File: src/rtl/ctl_xfer_pkg.sv
package ctl_xfer_pkg;
  typedef enum logic [2:0] {
    XK_NONE,
    XK_JMP,
    XK_JCC,
    XK_CALL,
    XK_RET
  } xfer_kind_t;

  typedef enum logic [1:0] {
    SQ_IDLE,
    SQ_PUSH,
    SQ_POP
  } seq_state_t;

  localparam logic [7:0] OP_JMP_ABS  = 8'h30;
  localparam logic [7:0] OP_JMP_REG  = 8'h31;
  localparam logic [7:0] OP_CALL_ABS = 8'h23;
  localparam logic [7:0] OP_CALL_REG = 8'h24;
  localparam logic [7:0] OP_POP      = 8'h22;
  localparam logic [4:0] OP_JCC_ABS_HI = 5'b01000;
  localparam logic [4:0] OP_JCC_REG_HI = 5'b01001;
  localparam logic [3:0] RSEL_IP     = 4'd4;
  localparam int LEN_LONG  = 5;
  localparam int LEN_SHORT = 2;
endpackage

File: src/rtl/cxs_decode.sv
module cxs_decode
  import ctl_xfer_pkg::*;
#(
  parameter int AW = 32
) (
  input  logic [7:0]    opcode,
  input  logic [3:0]    rsel,
  input  logic [AW-1:0] target,
  input  logic [AW-1:0] regval,
  output xfer_kind_t    kind,
  output logic [AW-1:0] dest,
  output logic [2:0]    ilen
);
  always_comb begin
    kind = XK_NONE;
    dest = target;
    ilen = 3'd0;
    if (opcode == OP_JMP_ABS) begin
      kind = XK_JMP;
      ilen = 3'(LEN_LONG);
    end else if (opcode == OP_JMP_REG) begin
      kind = XK_JMP;
      dest = regval;
      ilen = 3'(LEN_SHORT);
    end else if (opcode[7:3] == OP_JCC_ABS_HI) begin
      kind = XK_JCC;
      ilen = 3'(LEN_LONG);
    end else if (opcode[7:3] == OP_JCC_REG_HI) begin
      kind = XK_JCC;
      dest = regval;
      ilen = 3'(LEN_SHORT);
    end else if (opcode == OP_CALL_ABS) begin
      kind = XK_CALL;
      ilen = 3'(LEN_LONG);
    end else if (opcode == OP_CALL_REG) begin
      kind = XK_CALL;
      dest = regval;
      ilen = 3'(LEN_SHORT);
    end else if (opcode == OP_POP && rsel == RSEL_IP) begin
      kind = XK_RET;
      ilen = 3'(LEN_SHORT);
    end
  end
endmodule

File: src/rtl/cxs_cond_eval.sv
module cxs_cond_eval (
  input  logic [2:0] csel,
  input  logic       fz,
  input  logic       fs,
  input  logic       fo,
  output logic       take
);
  logic less;
  assign less = fs ^ fo;

  always_comb begin
    unique case (csel)
      3'd0: take = fz;
      3'd1: take = fs;
      3'd2: take = fo;
      3'd3: take = less;
      3'd4: take = !fz && !less;
      3'd5: take = !fz;
      3'd6: take = !fs;
      default: take = !fo;
    endcase
  end
endmodule

File: src/rtl/ctl_xfer_seq.sv
module ctl_xfer_seq
  import ctl_xfer_pkg::*;
#(
  parameter int AW         = 32,
  parameter int SLOT_BYTES = 4
) (
  input  logic          clk,
  input  logic          rst_n,
  input  logic          ins_valid,
  output logic          ins_ready,
  input  logic [7:0]    ins_opcode,
  input  logic [3:0]    ins_rsel,
  input  logic [AW-1:0] ins_target,
  input  logic [AW-1:0] ins_regval,
  input  logic [AW-1:0] cur_ip,
  input  logic [AW-1:0] cur_sp,
  input  logic          flag_z,
  input  logic          flag_s,
  input  logic          flag_o,
  output logic          mw_req,
  output logic [AW-1:0] mw_addr,
  output logic [AW-1:0] mw_data,
  input  logic          mw_ack,
  output logic          mr_req,
  output logic [AW-1:0] mr_addr,
  input  logic [AW-1:0] mr_data,
  input  logic          mr_ack,
  output logic          done,
  output logic [AW-1:0] nxt_ip,
  output logic [AW-1:0] nxt_sp,
  output logic          sp_we
);
  localparam logic [AW-1:0] SLOT = AW'(SLOT_BYTES);

  seq_state_t    st_q;
  xfer_kind_t    kind;
  logic [AW-1:0] dest;
  logic [2:0]    ilen;
  logic          take;
  logic [AW-1:0] dest_q;
  logic [AW-1:0] sp_q;
  logic          accept;
  logic [AW-1:0] fall_ip;

  cxs_decode #(.AW(AW)) u_dec (
    .opcode (ins_opcode),
    .rsel   (ins_rsel),
    .target (ins_target),
    .regval (ins_regval),
    .kind   (kind),
    .dest   (dest),
    .ilen   (ilen)
  );

  cxs_cond_eval u_cond (
    .csel (ins_opcode[2:0]),
    .fz   (flag_z),
    .fs   (flag_s),
    .fo   (flag_o),
    .take (take)
  );

  assign ins_ready = (st_q == SQ_IDLE);
  assign accept    = ins_valid && ins_ready;
  assign fall_ip   = cur_ip + AW'(ilen);
  assign mw_req    = (st_q == SQ_PUSH);
  assign mr_req    = (st_q == SQ_POP);
  assign mr_addr   = sp_q;
  assign mw_addr   = sp_q - SLOT;

  always_ff @(posedge clk or negedge rst_n) begin
    if (!rst_n) begin
      st_q    <= SQ_IDLE;
      done    <= 1'b0;
      sp_we   <= 1'b0;
      nxt_ip  <= '0;
      nxt_sp  <= '0;
      dest_q  <= '0;
      sp_q    <= '0;
      mw_data <= '0;
    end else begin
      done  <= 1'b0;
      sp_we <= 1'b0;
      unique case (st_q)
        SQ_IDLE: begin
          if (accept) begin
            dest_q  <= dest;
            sp_q    <= cur_sp;
            mw_data <= fall_ip;
            unique case (kind)
              XK_JMP: begin
                done   <= 1'b1;
                nxt_ip <= dest;
              end
              XK_JCC: begin
                done   <= 1'b1;
                nxt_ip <= take ? dest : fall_ip;
              end
              XK_CALL: st_q <= SQ_PUSH;
              XK_RET:  st_q <= SQ_POP;
              default: begin
                done   <= 1'b1;
                nxt_ip <= cur_ip;
              end
            endcase
          end
        end
        SQ_PUSH: begin
          if (mw_ack) begin
            st_q   <= SQ_IDLE;
            done   <= 1'b1;
            sp_we  <= 1'b1;
            nxt_ip <= dest_q;
            nxt_sp <= sp_q - SLOT;
          end
        end
        default: begin
          if (mr_ack) begin
            st_q   <= SQ_IDLE;
            done   <= 1'b1;
            sp_we  <= 1'b1;
            nxt_ip <= mr_data;
            nxt_sp <= sp_q + SLOT;
          end
        end
      endcase
    end
  end
endmodule

File: config.mk
export PLATFORM = sky130hd
export DESIGN_NAME = ctl_xfer_seq
export DESIGN_NICKNAME = d
export VERILOG_FILES = /design/src/rtl/ctl_xfer_pkg.sv /design/src/rtl/cxs_decode.sv /design/src/rtl/cxs_cond_eval.sv /design/src/rtl/ctl_xfer_seq.sv
export SDC_FILE = /design/constraint.sdc
export NUM_CORES = 1
export LEC_CHECK = 0
export ABC_AREA = 0
export BUFFER_PORTS_ARGS = -buffer_cell sky130_fd_sc_hd__buf_2
export CAP_MARGIN = 20
export CORE_ASPECT_RATIO = 0.7
export CORE_MARGIN = 2
export CORE_UTILIZATION = 52
export CTS_CLUSTER_SIZE = 40
export DETAILED_ROUTE_END_ITERATION = 8
export PLACE_DENSITY_LB_ADDON = 0.2
export SLEW_MARGIN = 20
export SYNTH_ARGS = -nofsm -noshare
export SYNTH_HDL_FRONTEND = slang
export SYNTH_SLANG_ARGS = --single-unit
File: constraint.sdc
create_clock -name clk -period 3.46 [get_ports clk]
set_input_delay 0.692 -clock clk [delete_from_list [all_inputs] [get_ports clk]]
set_output_delay 0.692 -clock clk [all_outputs]
set_load 0.02 [all_outputs]
Word-level counts from Yosys, hierarchy flattened
Cells that the tools add are included.
Widths: inputs -> output; s select.
{ "totals": {"regBits": 164, "output_inout_bits": 165, "wordCells": 94} }
{ "op_classes": {"addsub": 3, "n_eq_ne": 24, "muxes": 41, "bitwise": 2, "reduce_logical": 16} }
{ "ops": {"columns": ["operator", "n"], "rows": [
  ["$mux 32", 12],
  ["$pmux 32 s2", 2],
  ["$pmux 32 s3", 1],
  ["$eq 8x6->1 const B", 5],
  ["$mux 3", 13],
  ["$add 32x3->32", 1],
  ["$add 32x3->32 const B", 1],
  ["$sub 32x3->32 const B", 1],
  ["$eq 3x2->1 const B", 4],
  ["$eq 3x3->1 const B", 4],
  ["$eq 5x4->1 const B", 2],
  ["$mux 2", 4],
  ["$pmux 2 s2", 2],
  ["$reduce_and 4->1", 2],
  ["$pmux 1 s7", 1],
  ["$eq 3x1->1 const B", 2],
  ["$eq 4x3->1 const B", 1],
  ["$logic_not 1->1", 4],
  ["$mux 1", 4],
  ["$ne 2x1->1 const B", 2],
  ["$pmux 1 s2", 2],
  ["$logic_and 1x1->1", 3],
  ["$logic_not 3->1", 1],
  ["$ne 3x1->1 const B", 1],
  ["11 further kinds", 11]
]} }

Logic depth before layout (Yosys ltp)
{ "depth": {"depth_word": 14, "mapped_depth": 14} }

By module
Synthesis repeated with hierarchy kept, for this count alone.
{ "hier_totals": {"hier_cells": 1269, "area_unflattened_um2": 10861.7} }
{ "modules_own_cells": {"columns": ["mod", "instances", "cells_each", "area_per_inst_um2", "seq_area_each_um2"], "rows": [
  ["ctl_xfer_seq", 1, 1192, 10023.4, 4103.9],
  ["cxs_decode", 1, 66, 758.2, 0.0],
  ["cxs_cond_eval", 1, 11, 80.1, 0.0]
]} }

Worst setup path before layout
OpenSTA, ideal clock, no wires.
{ "synth_path": {"kind": "input port to flip-flop", "startpoint": "input ins_opcode[3]", "endpoint": "register nxt_ip[22]", "arrival_time_ns": 3.354, "slack_ns": -0.031, "path_stages": 12, "cell_sequence": "or4b_1 -> buf_6 -> o32ai_1 -> ha_1 -> fa_1 -> a21o_1 -> and2_1 -> clkbuf_1 -> nand3_1 -> xnor2_1 -> a222oi_1 -> a31oi_1"} }
{ "synth_between": {"elab_chain_cells": 14, "elab_cells_between_ends": 40, "cone_classes": "1 x add/sub; 12 x eq/ne; 24 x mux; 3 x reduce/logical"} }
{ "synth_rtl": {"columns": ["item", "line_no", "source"], "rows": [
  ["start: declaration", "ctl_xfer_seq.sv:11", "input logic [7:0] ins_opcode,"],
  ["$eq 8x6->1", "cxs_decode.sv:39", "end else if (opcode == OP_POP && rsel == RSEL_IP) begin"],
  ["$logic_and 1x1->1", "cxs_decode.sv:39", null],
  ["$mux 2 or $mux 3 (tied branches)", "cxs_decode.sv:39", null],
  ["$mux 3", "cxs_decode.sv:35", "end else if (opcode == OP_CALL_REG) begin"],
  ["$mux 3", "cxs_decode.sv:32", "end else if (opcode == OP_CALL_ABS) begin"],
  ["$mux 3", "cxs_decode.sv:28", "end else if (opcode[7:3] == OP_JCC_REG_HI) begin"],
  ["$mux 3", "cxs_decode.sv:25", "end else if (opcode[7:3] == OP_JCC_ABS_HI) begin"],
  ["$mux 3", "cxs_decode.sv:21", "end else if (opcode == OP_JMP_REG) begin"],
  ["$mux 3", "cxs_decode.sv:18", "if (opcode == OP_JMP_ABS) begin"],
  ["$add 32x3->32 (tied with other cells)", "ctl_xfer_seq.sv:65", "assign fall_ip = cur_ip + AW'(ilen);"],
  ["$mux 32 or $reduce_or 2->1 (tied branches)", null, null],
  ["$pmux 32 s3", "ctl_xfer_seq.sv:90", "unique case (kind)"],
  ["$mux 32", "ctl_xfer_seq.sv:86", "if (accept) begin"],
  ["$pmux 32 s2", "ctl_xfer_seq.sv:84", "unique case (st_q)"],
  ["end signal: assignment", "ctl_xfer_seq.sv:93", "nxt_ip <= dest;"],
  ["end signal: assignment", "ctl_xfer_seq.sv:97", "nxt_ip <= take ? dest : fall_ip;"],
  ["end signal: assignment", "ctl_xfer_seq.sv:103", "nxt_ip <= cur_ip;"],
  ["end: declaration", "ctl_xfer_seq.sv:29", "output logic [AW-1:0] nxt_ip,"]
]} }
Several ways; a longest one is shown, not always the timed one. The select of a mux whose other input is x is not followed.
A chain may end at the register's enable or synchronous reset.

Final worst setup path
{ "layout_path": {"startpoint": "register sp_q[5], in the netlist mr_addr[5]", "endpoint": "output mw_addr[25]"} }
{ "layout_between": {"elab_chain_cells": 1} }
{ "layout_rtl": {"columns": ["item", "line_no", "source"], "rows": [
  ["start: declaration", "ctl_xfer_seq.sv:41", "logic [AW-1:0] sp_q;"],
  ["start signal: assignment", "ctl_xfer_seq.sv:88", "sp_q <= cur_sp;"],
  ["$sub 32x3->32", "ctl_xfer_seq.sv:69", "assign mw_addr = sp_q - SLOT;"],
  ["end: declaration", "ctl_xfer_seq.sv:21", "output logic [AW-1:0] mw_addr,"]
]} }
Every way passes these cells.

==> flow_summary_export.csv <==
group,metric,value,unit
status,outcome,"finished, final reports clean",
layout,multi_input_area,0.00566,mm2
timing,finalClockSkew,11.2,ps
placement,place_area,0.0125,mm2
placement,place_inst,1831,
setup_path,required,2770,ps
timing,setup_ws,140,ps
clocking,cts_buffers,17,
placement,dp_hpwl,28800,um
route,wl_per_cell,20.5,um
layout,regArea,0.00411,mm2
grt,first_global_vias,10200,
timing,period_needed,3320,ps
grt,grt_pass1_wl,58100,um
timing,fmax,0.301,GHz
route,viasPerCell,5.94,
logic_synthesis,synth_top_family_by_area,"simple AND/OR/NAND/NOR gates",
layout,synthToLayoutAreaGrowth,27.8,%
timing,finalCritPeriodShare,96.0,%
logic_synthesis,synth.area.mux_share,4.53,%
logic_synthesis,synth_edf_count,0,
route,routed_wl,38300,um
setup_path,max_stage_delay,460,ps
layout,fin_area,0.0131,mm2
grt,overflow,0,
timing,holdWs,193,ps
logic_synthesis,ys_warn_count,0,
clocking,cts_max_level,4,
route,firstDrtPassIters,7,
pwr,powerDensity,539,mW/mm2
timing,rsz0062_at_grt,"no",
route,ant_nets,0,
pwr,ir_drop,0.373,mV
grt,grt_max_degree,67,
clocking,clk_pin_slew,80,ps
die,die_w,172,um
setup_path,worstSetupPathType,"flip-flop to output pin",
logic_synthesis,synth_compound_area_share,19.2,%
timing,tightest_slew,825,ps
clocking,cts_resized,0,
setup_path,crit_chain,"nor4_4 > buf_4 > nand2_1 > or3_1 > buf_4 > nor3_1 > xnor2_1 > buf_2",
clocking,clock_sinks,164,
logic_synthesis,synth_seq_area_share,40.0,%
die,rows,42,
logic_synthesis,synthFlopType,"dfrtp_1",
logic_synthesis,yosys.area_share.simple,23.8,%
die,initial_core_util,53.6,%
timing,worst_slew_margin_rel,44.8,%
setup_path,critPathCaptureType,"output pin",
clocking,postCtsSetupBuffers,0,
logic_synthesis,synth.most_common_cell,"nand2_1",
hold_path,hp-class,"input pin to async pin",
route,drtIter0Drc,1371,
die,die_area,0.0209,mm2
logic_synthesis,syn-cell-area,0.0103,mm2
die,io_pins,345,
logic_synthesis,yosysUniqueCellTypes,77,
grt,track_usage,37.0,%
logic_synthesis,ys_async_sr_fraction,100,%
logic_synthesis,synth_fa_ha_area_share,0.806,%
route,drc,0,
clocking,clockBufferDepth,2,
logic_synthesis,synth-xor-area-share,6.41,%
layout,layout-drive-gt1-share,30.9,%
setup_path,path_delay_family,"simple AND/OR/NAND/NOR gates",
die,core_area,0.0191,mm2
timing,drv_slew,0,
layout,finalNetCount,1772,
setup_path,critical_path.max_fanout,5,
setup_path,slowest_stage,"or3_1",
logic_synthesis,syn_inst,1238,
die,die_h,121,um
clocking,cts_tree,"built",
setup_path,rrSetupSlack,530,ps
logic_synthesis,synth_common_cells,"nand2_1, dfrtp_1, o21ai_0",
timing,hold_viol_final,0,
logic_synthesis,ys_ff_latch,164,
flow_run,cap_viol_max_count,0,
logic_synthesis,synth.avg_cell_area,8.28,um2
logic_synthesis,synth_nets,1424,
placement,gp_congestion,0.954,
setup_path,crit_top_cell,"buf_4",
logic_synthesis,synth_top_cell_by_area,"dfrtp_1",
layout,finalNonFillerCells,1865,
setup_path,critical_path_arrival,2630,ps
clocking,clock-root-buffer,"clkbuf_16",
pwr,p_total,7.05,mW
setup_path,critPathLaunchType,"flip-flop",
clocking,clock_latency,450,ps
layout,post-route-util,68.5,%
clocking,ctsHoldBuffers,0,
pwr,leakage,6.10,nW
logic_synthesis,synth_top_area_share,40.0,%
layout,fillers,1666,
grt,antenna_found_initial,3,
route,via_count,11100,
setup_path,cp.buffers_inverters,3,
timing,setup-tns-final,0,ps
placement,place_ws,-202,ps
timing,setup_viol,0,
placement,io_buffer_count,344,
logic_synthesis,yosys-top-cells-area,"dfrtp_1, nand2_1, o21ai_0",
per-layer routing:
| layer | global-route usage, % | vias up | wire length [um] | share of wire, % |
|---|---|---|---|---|
| met5 | 0 | - | 0 | 0 |
| met4 | 10.0 | 0 | 722 | 1.9 |
| met3 | 8.61 | 57 | 4440 | 12 |
| met2 | 53.4 | 667 | 16100 | 42 |
| met1 | 55.3 | 5284 | 17000 | 44 |
| li1 | - | 5078 | - | - |
registers in the layout, indices dropped and copies added (netlist names):
| register | count |
|---|---|
| mw_data | 32 |
| nxt_ip | 32 |
| done | 1 |
| sp_we | 1 |
| st_q | 2 |
| mr_addr | 32 |
| dest_q | 32 |
| nxt_sp | 32 |
final cells by class:
| class | instances | area share (%) |
|---|---|---|
| multi-input combinational | 956 | 43.2 |
| sequential | 164 | 31.4 |
| timing repair buffer | 427 | 18.0 |
| clock buffer | 18 | 3.35 |
| tap | 264 | 2.52 |
| clock inverter | 13 | 0.898 |
| inverter | 20 | 0.573 |
| antenna | 3 | 0.0573 |
logic make-up after synthesis:
logic type / count (synthesis)
buf+inv: 118
fa+ha+maj: 6
simple gates: 532
flops: 164
mux: 46
xor+xnor: 75
compound gates: 297
final timing paths:
| path | to | cells after the start | from |
|---|---|---|---|
| worst max-delay path | mw_addr[25] | 8 | mr_addr[5] |
| max in group asynchronous | nxt_ip[10] | 2 | rst_n |
| min in group clk | mr_addr[23] | 3 | cur_sp[23] |
| worst max register to register | nxt_ip[10] | 5 | st_q[0] |
| worst min-delay path | dest_q[23] | 1 | rst_n |
| worst min register to register | mw_data[10] | 2 | mw_data[10] |
cell usage in the layout (no fill, tap or decap), drive strengths merged, types with 10 or more instances in the layout:
| master | Yosys | routed |
|---|---|---|
| nand2 | 277 | 277 |
| or3 | 13 | 13 |
| a21oi | 34 | 34 |
| inv | 20 | 26 |
| buf | 25 | 427 |
| nand4 | 22 | 22 |
| o211ai | 10 | 10 |
| nor4 | 12 | 12 |
| nand3 | 30 | 30 |
| o21ai | 124 | 124 |
| clkbuf | 73 | 18 |
| o22ai | 11 | 11 |
| nor3 | 26 | 26 |
| dfrtp | 164 | 164 |
| nor2 | 87 | 87 |
| xnor2 | 39 | 39 |
| and2 | 11 | 11 |
| xor2 | 36 | 36 |
| mux2i | 43 | 43 |
| o221ai | 11 | 11 |
| a31oi | 18 | 18 |
| and3 | 18 | 18 |
worst register-to-register path: stages (launching register included):
cell	delay (ps)
dfrtp_1	600
nor2_1	580
nand2_4	310
nor2_1	730
o221ai_1	320
o221a_1	280
power by group:
group | internal (mW) | leakage, nW | total [mW] | switching, mW
combinational | 0.875 | 3.86 | 2.51 | 1.64
sequential | 2.33 | 1.97 | 2.69 | 0.358
clock | 0.956 | 0.264 | 1.85 | 0.895
total | 4.16 | 6.10 | 7.05 | 2.89
Power figures use the tool's default switching activity.
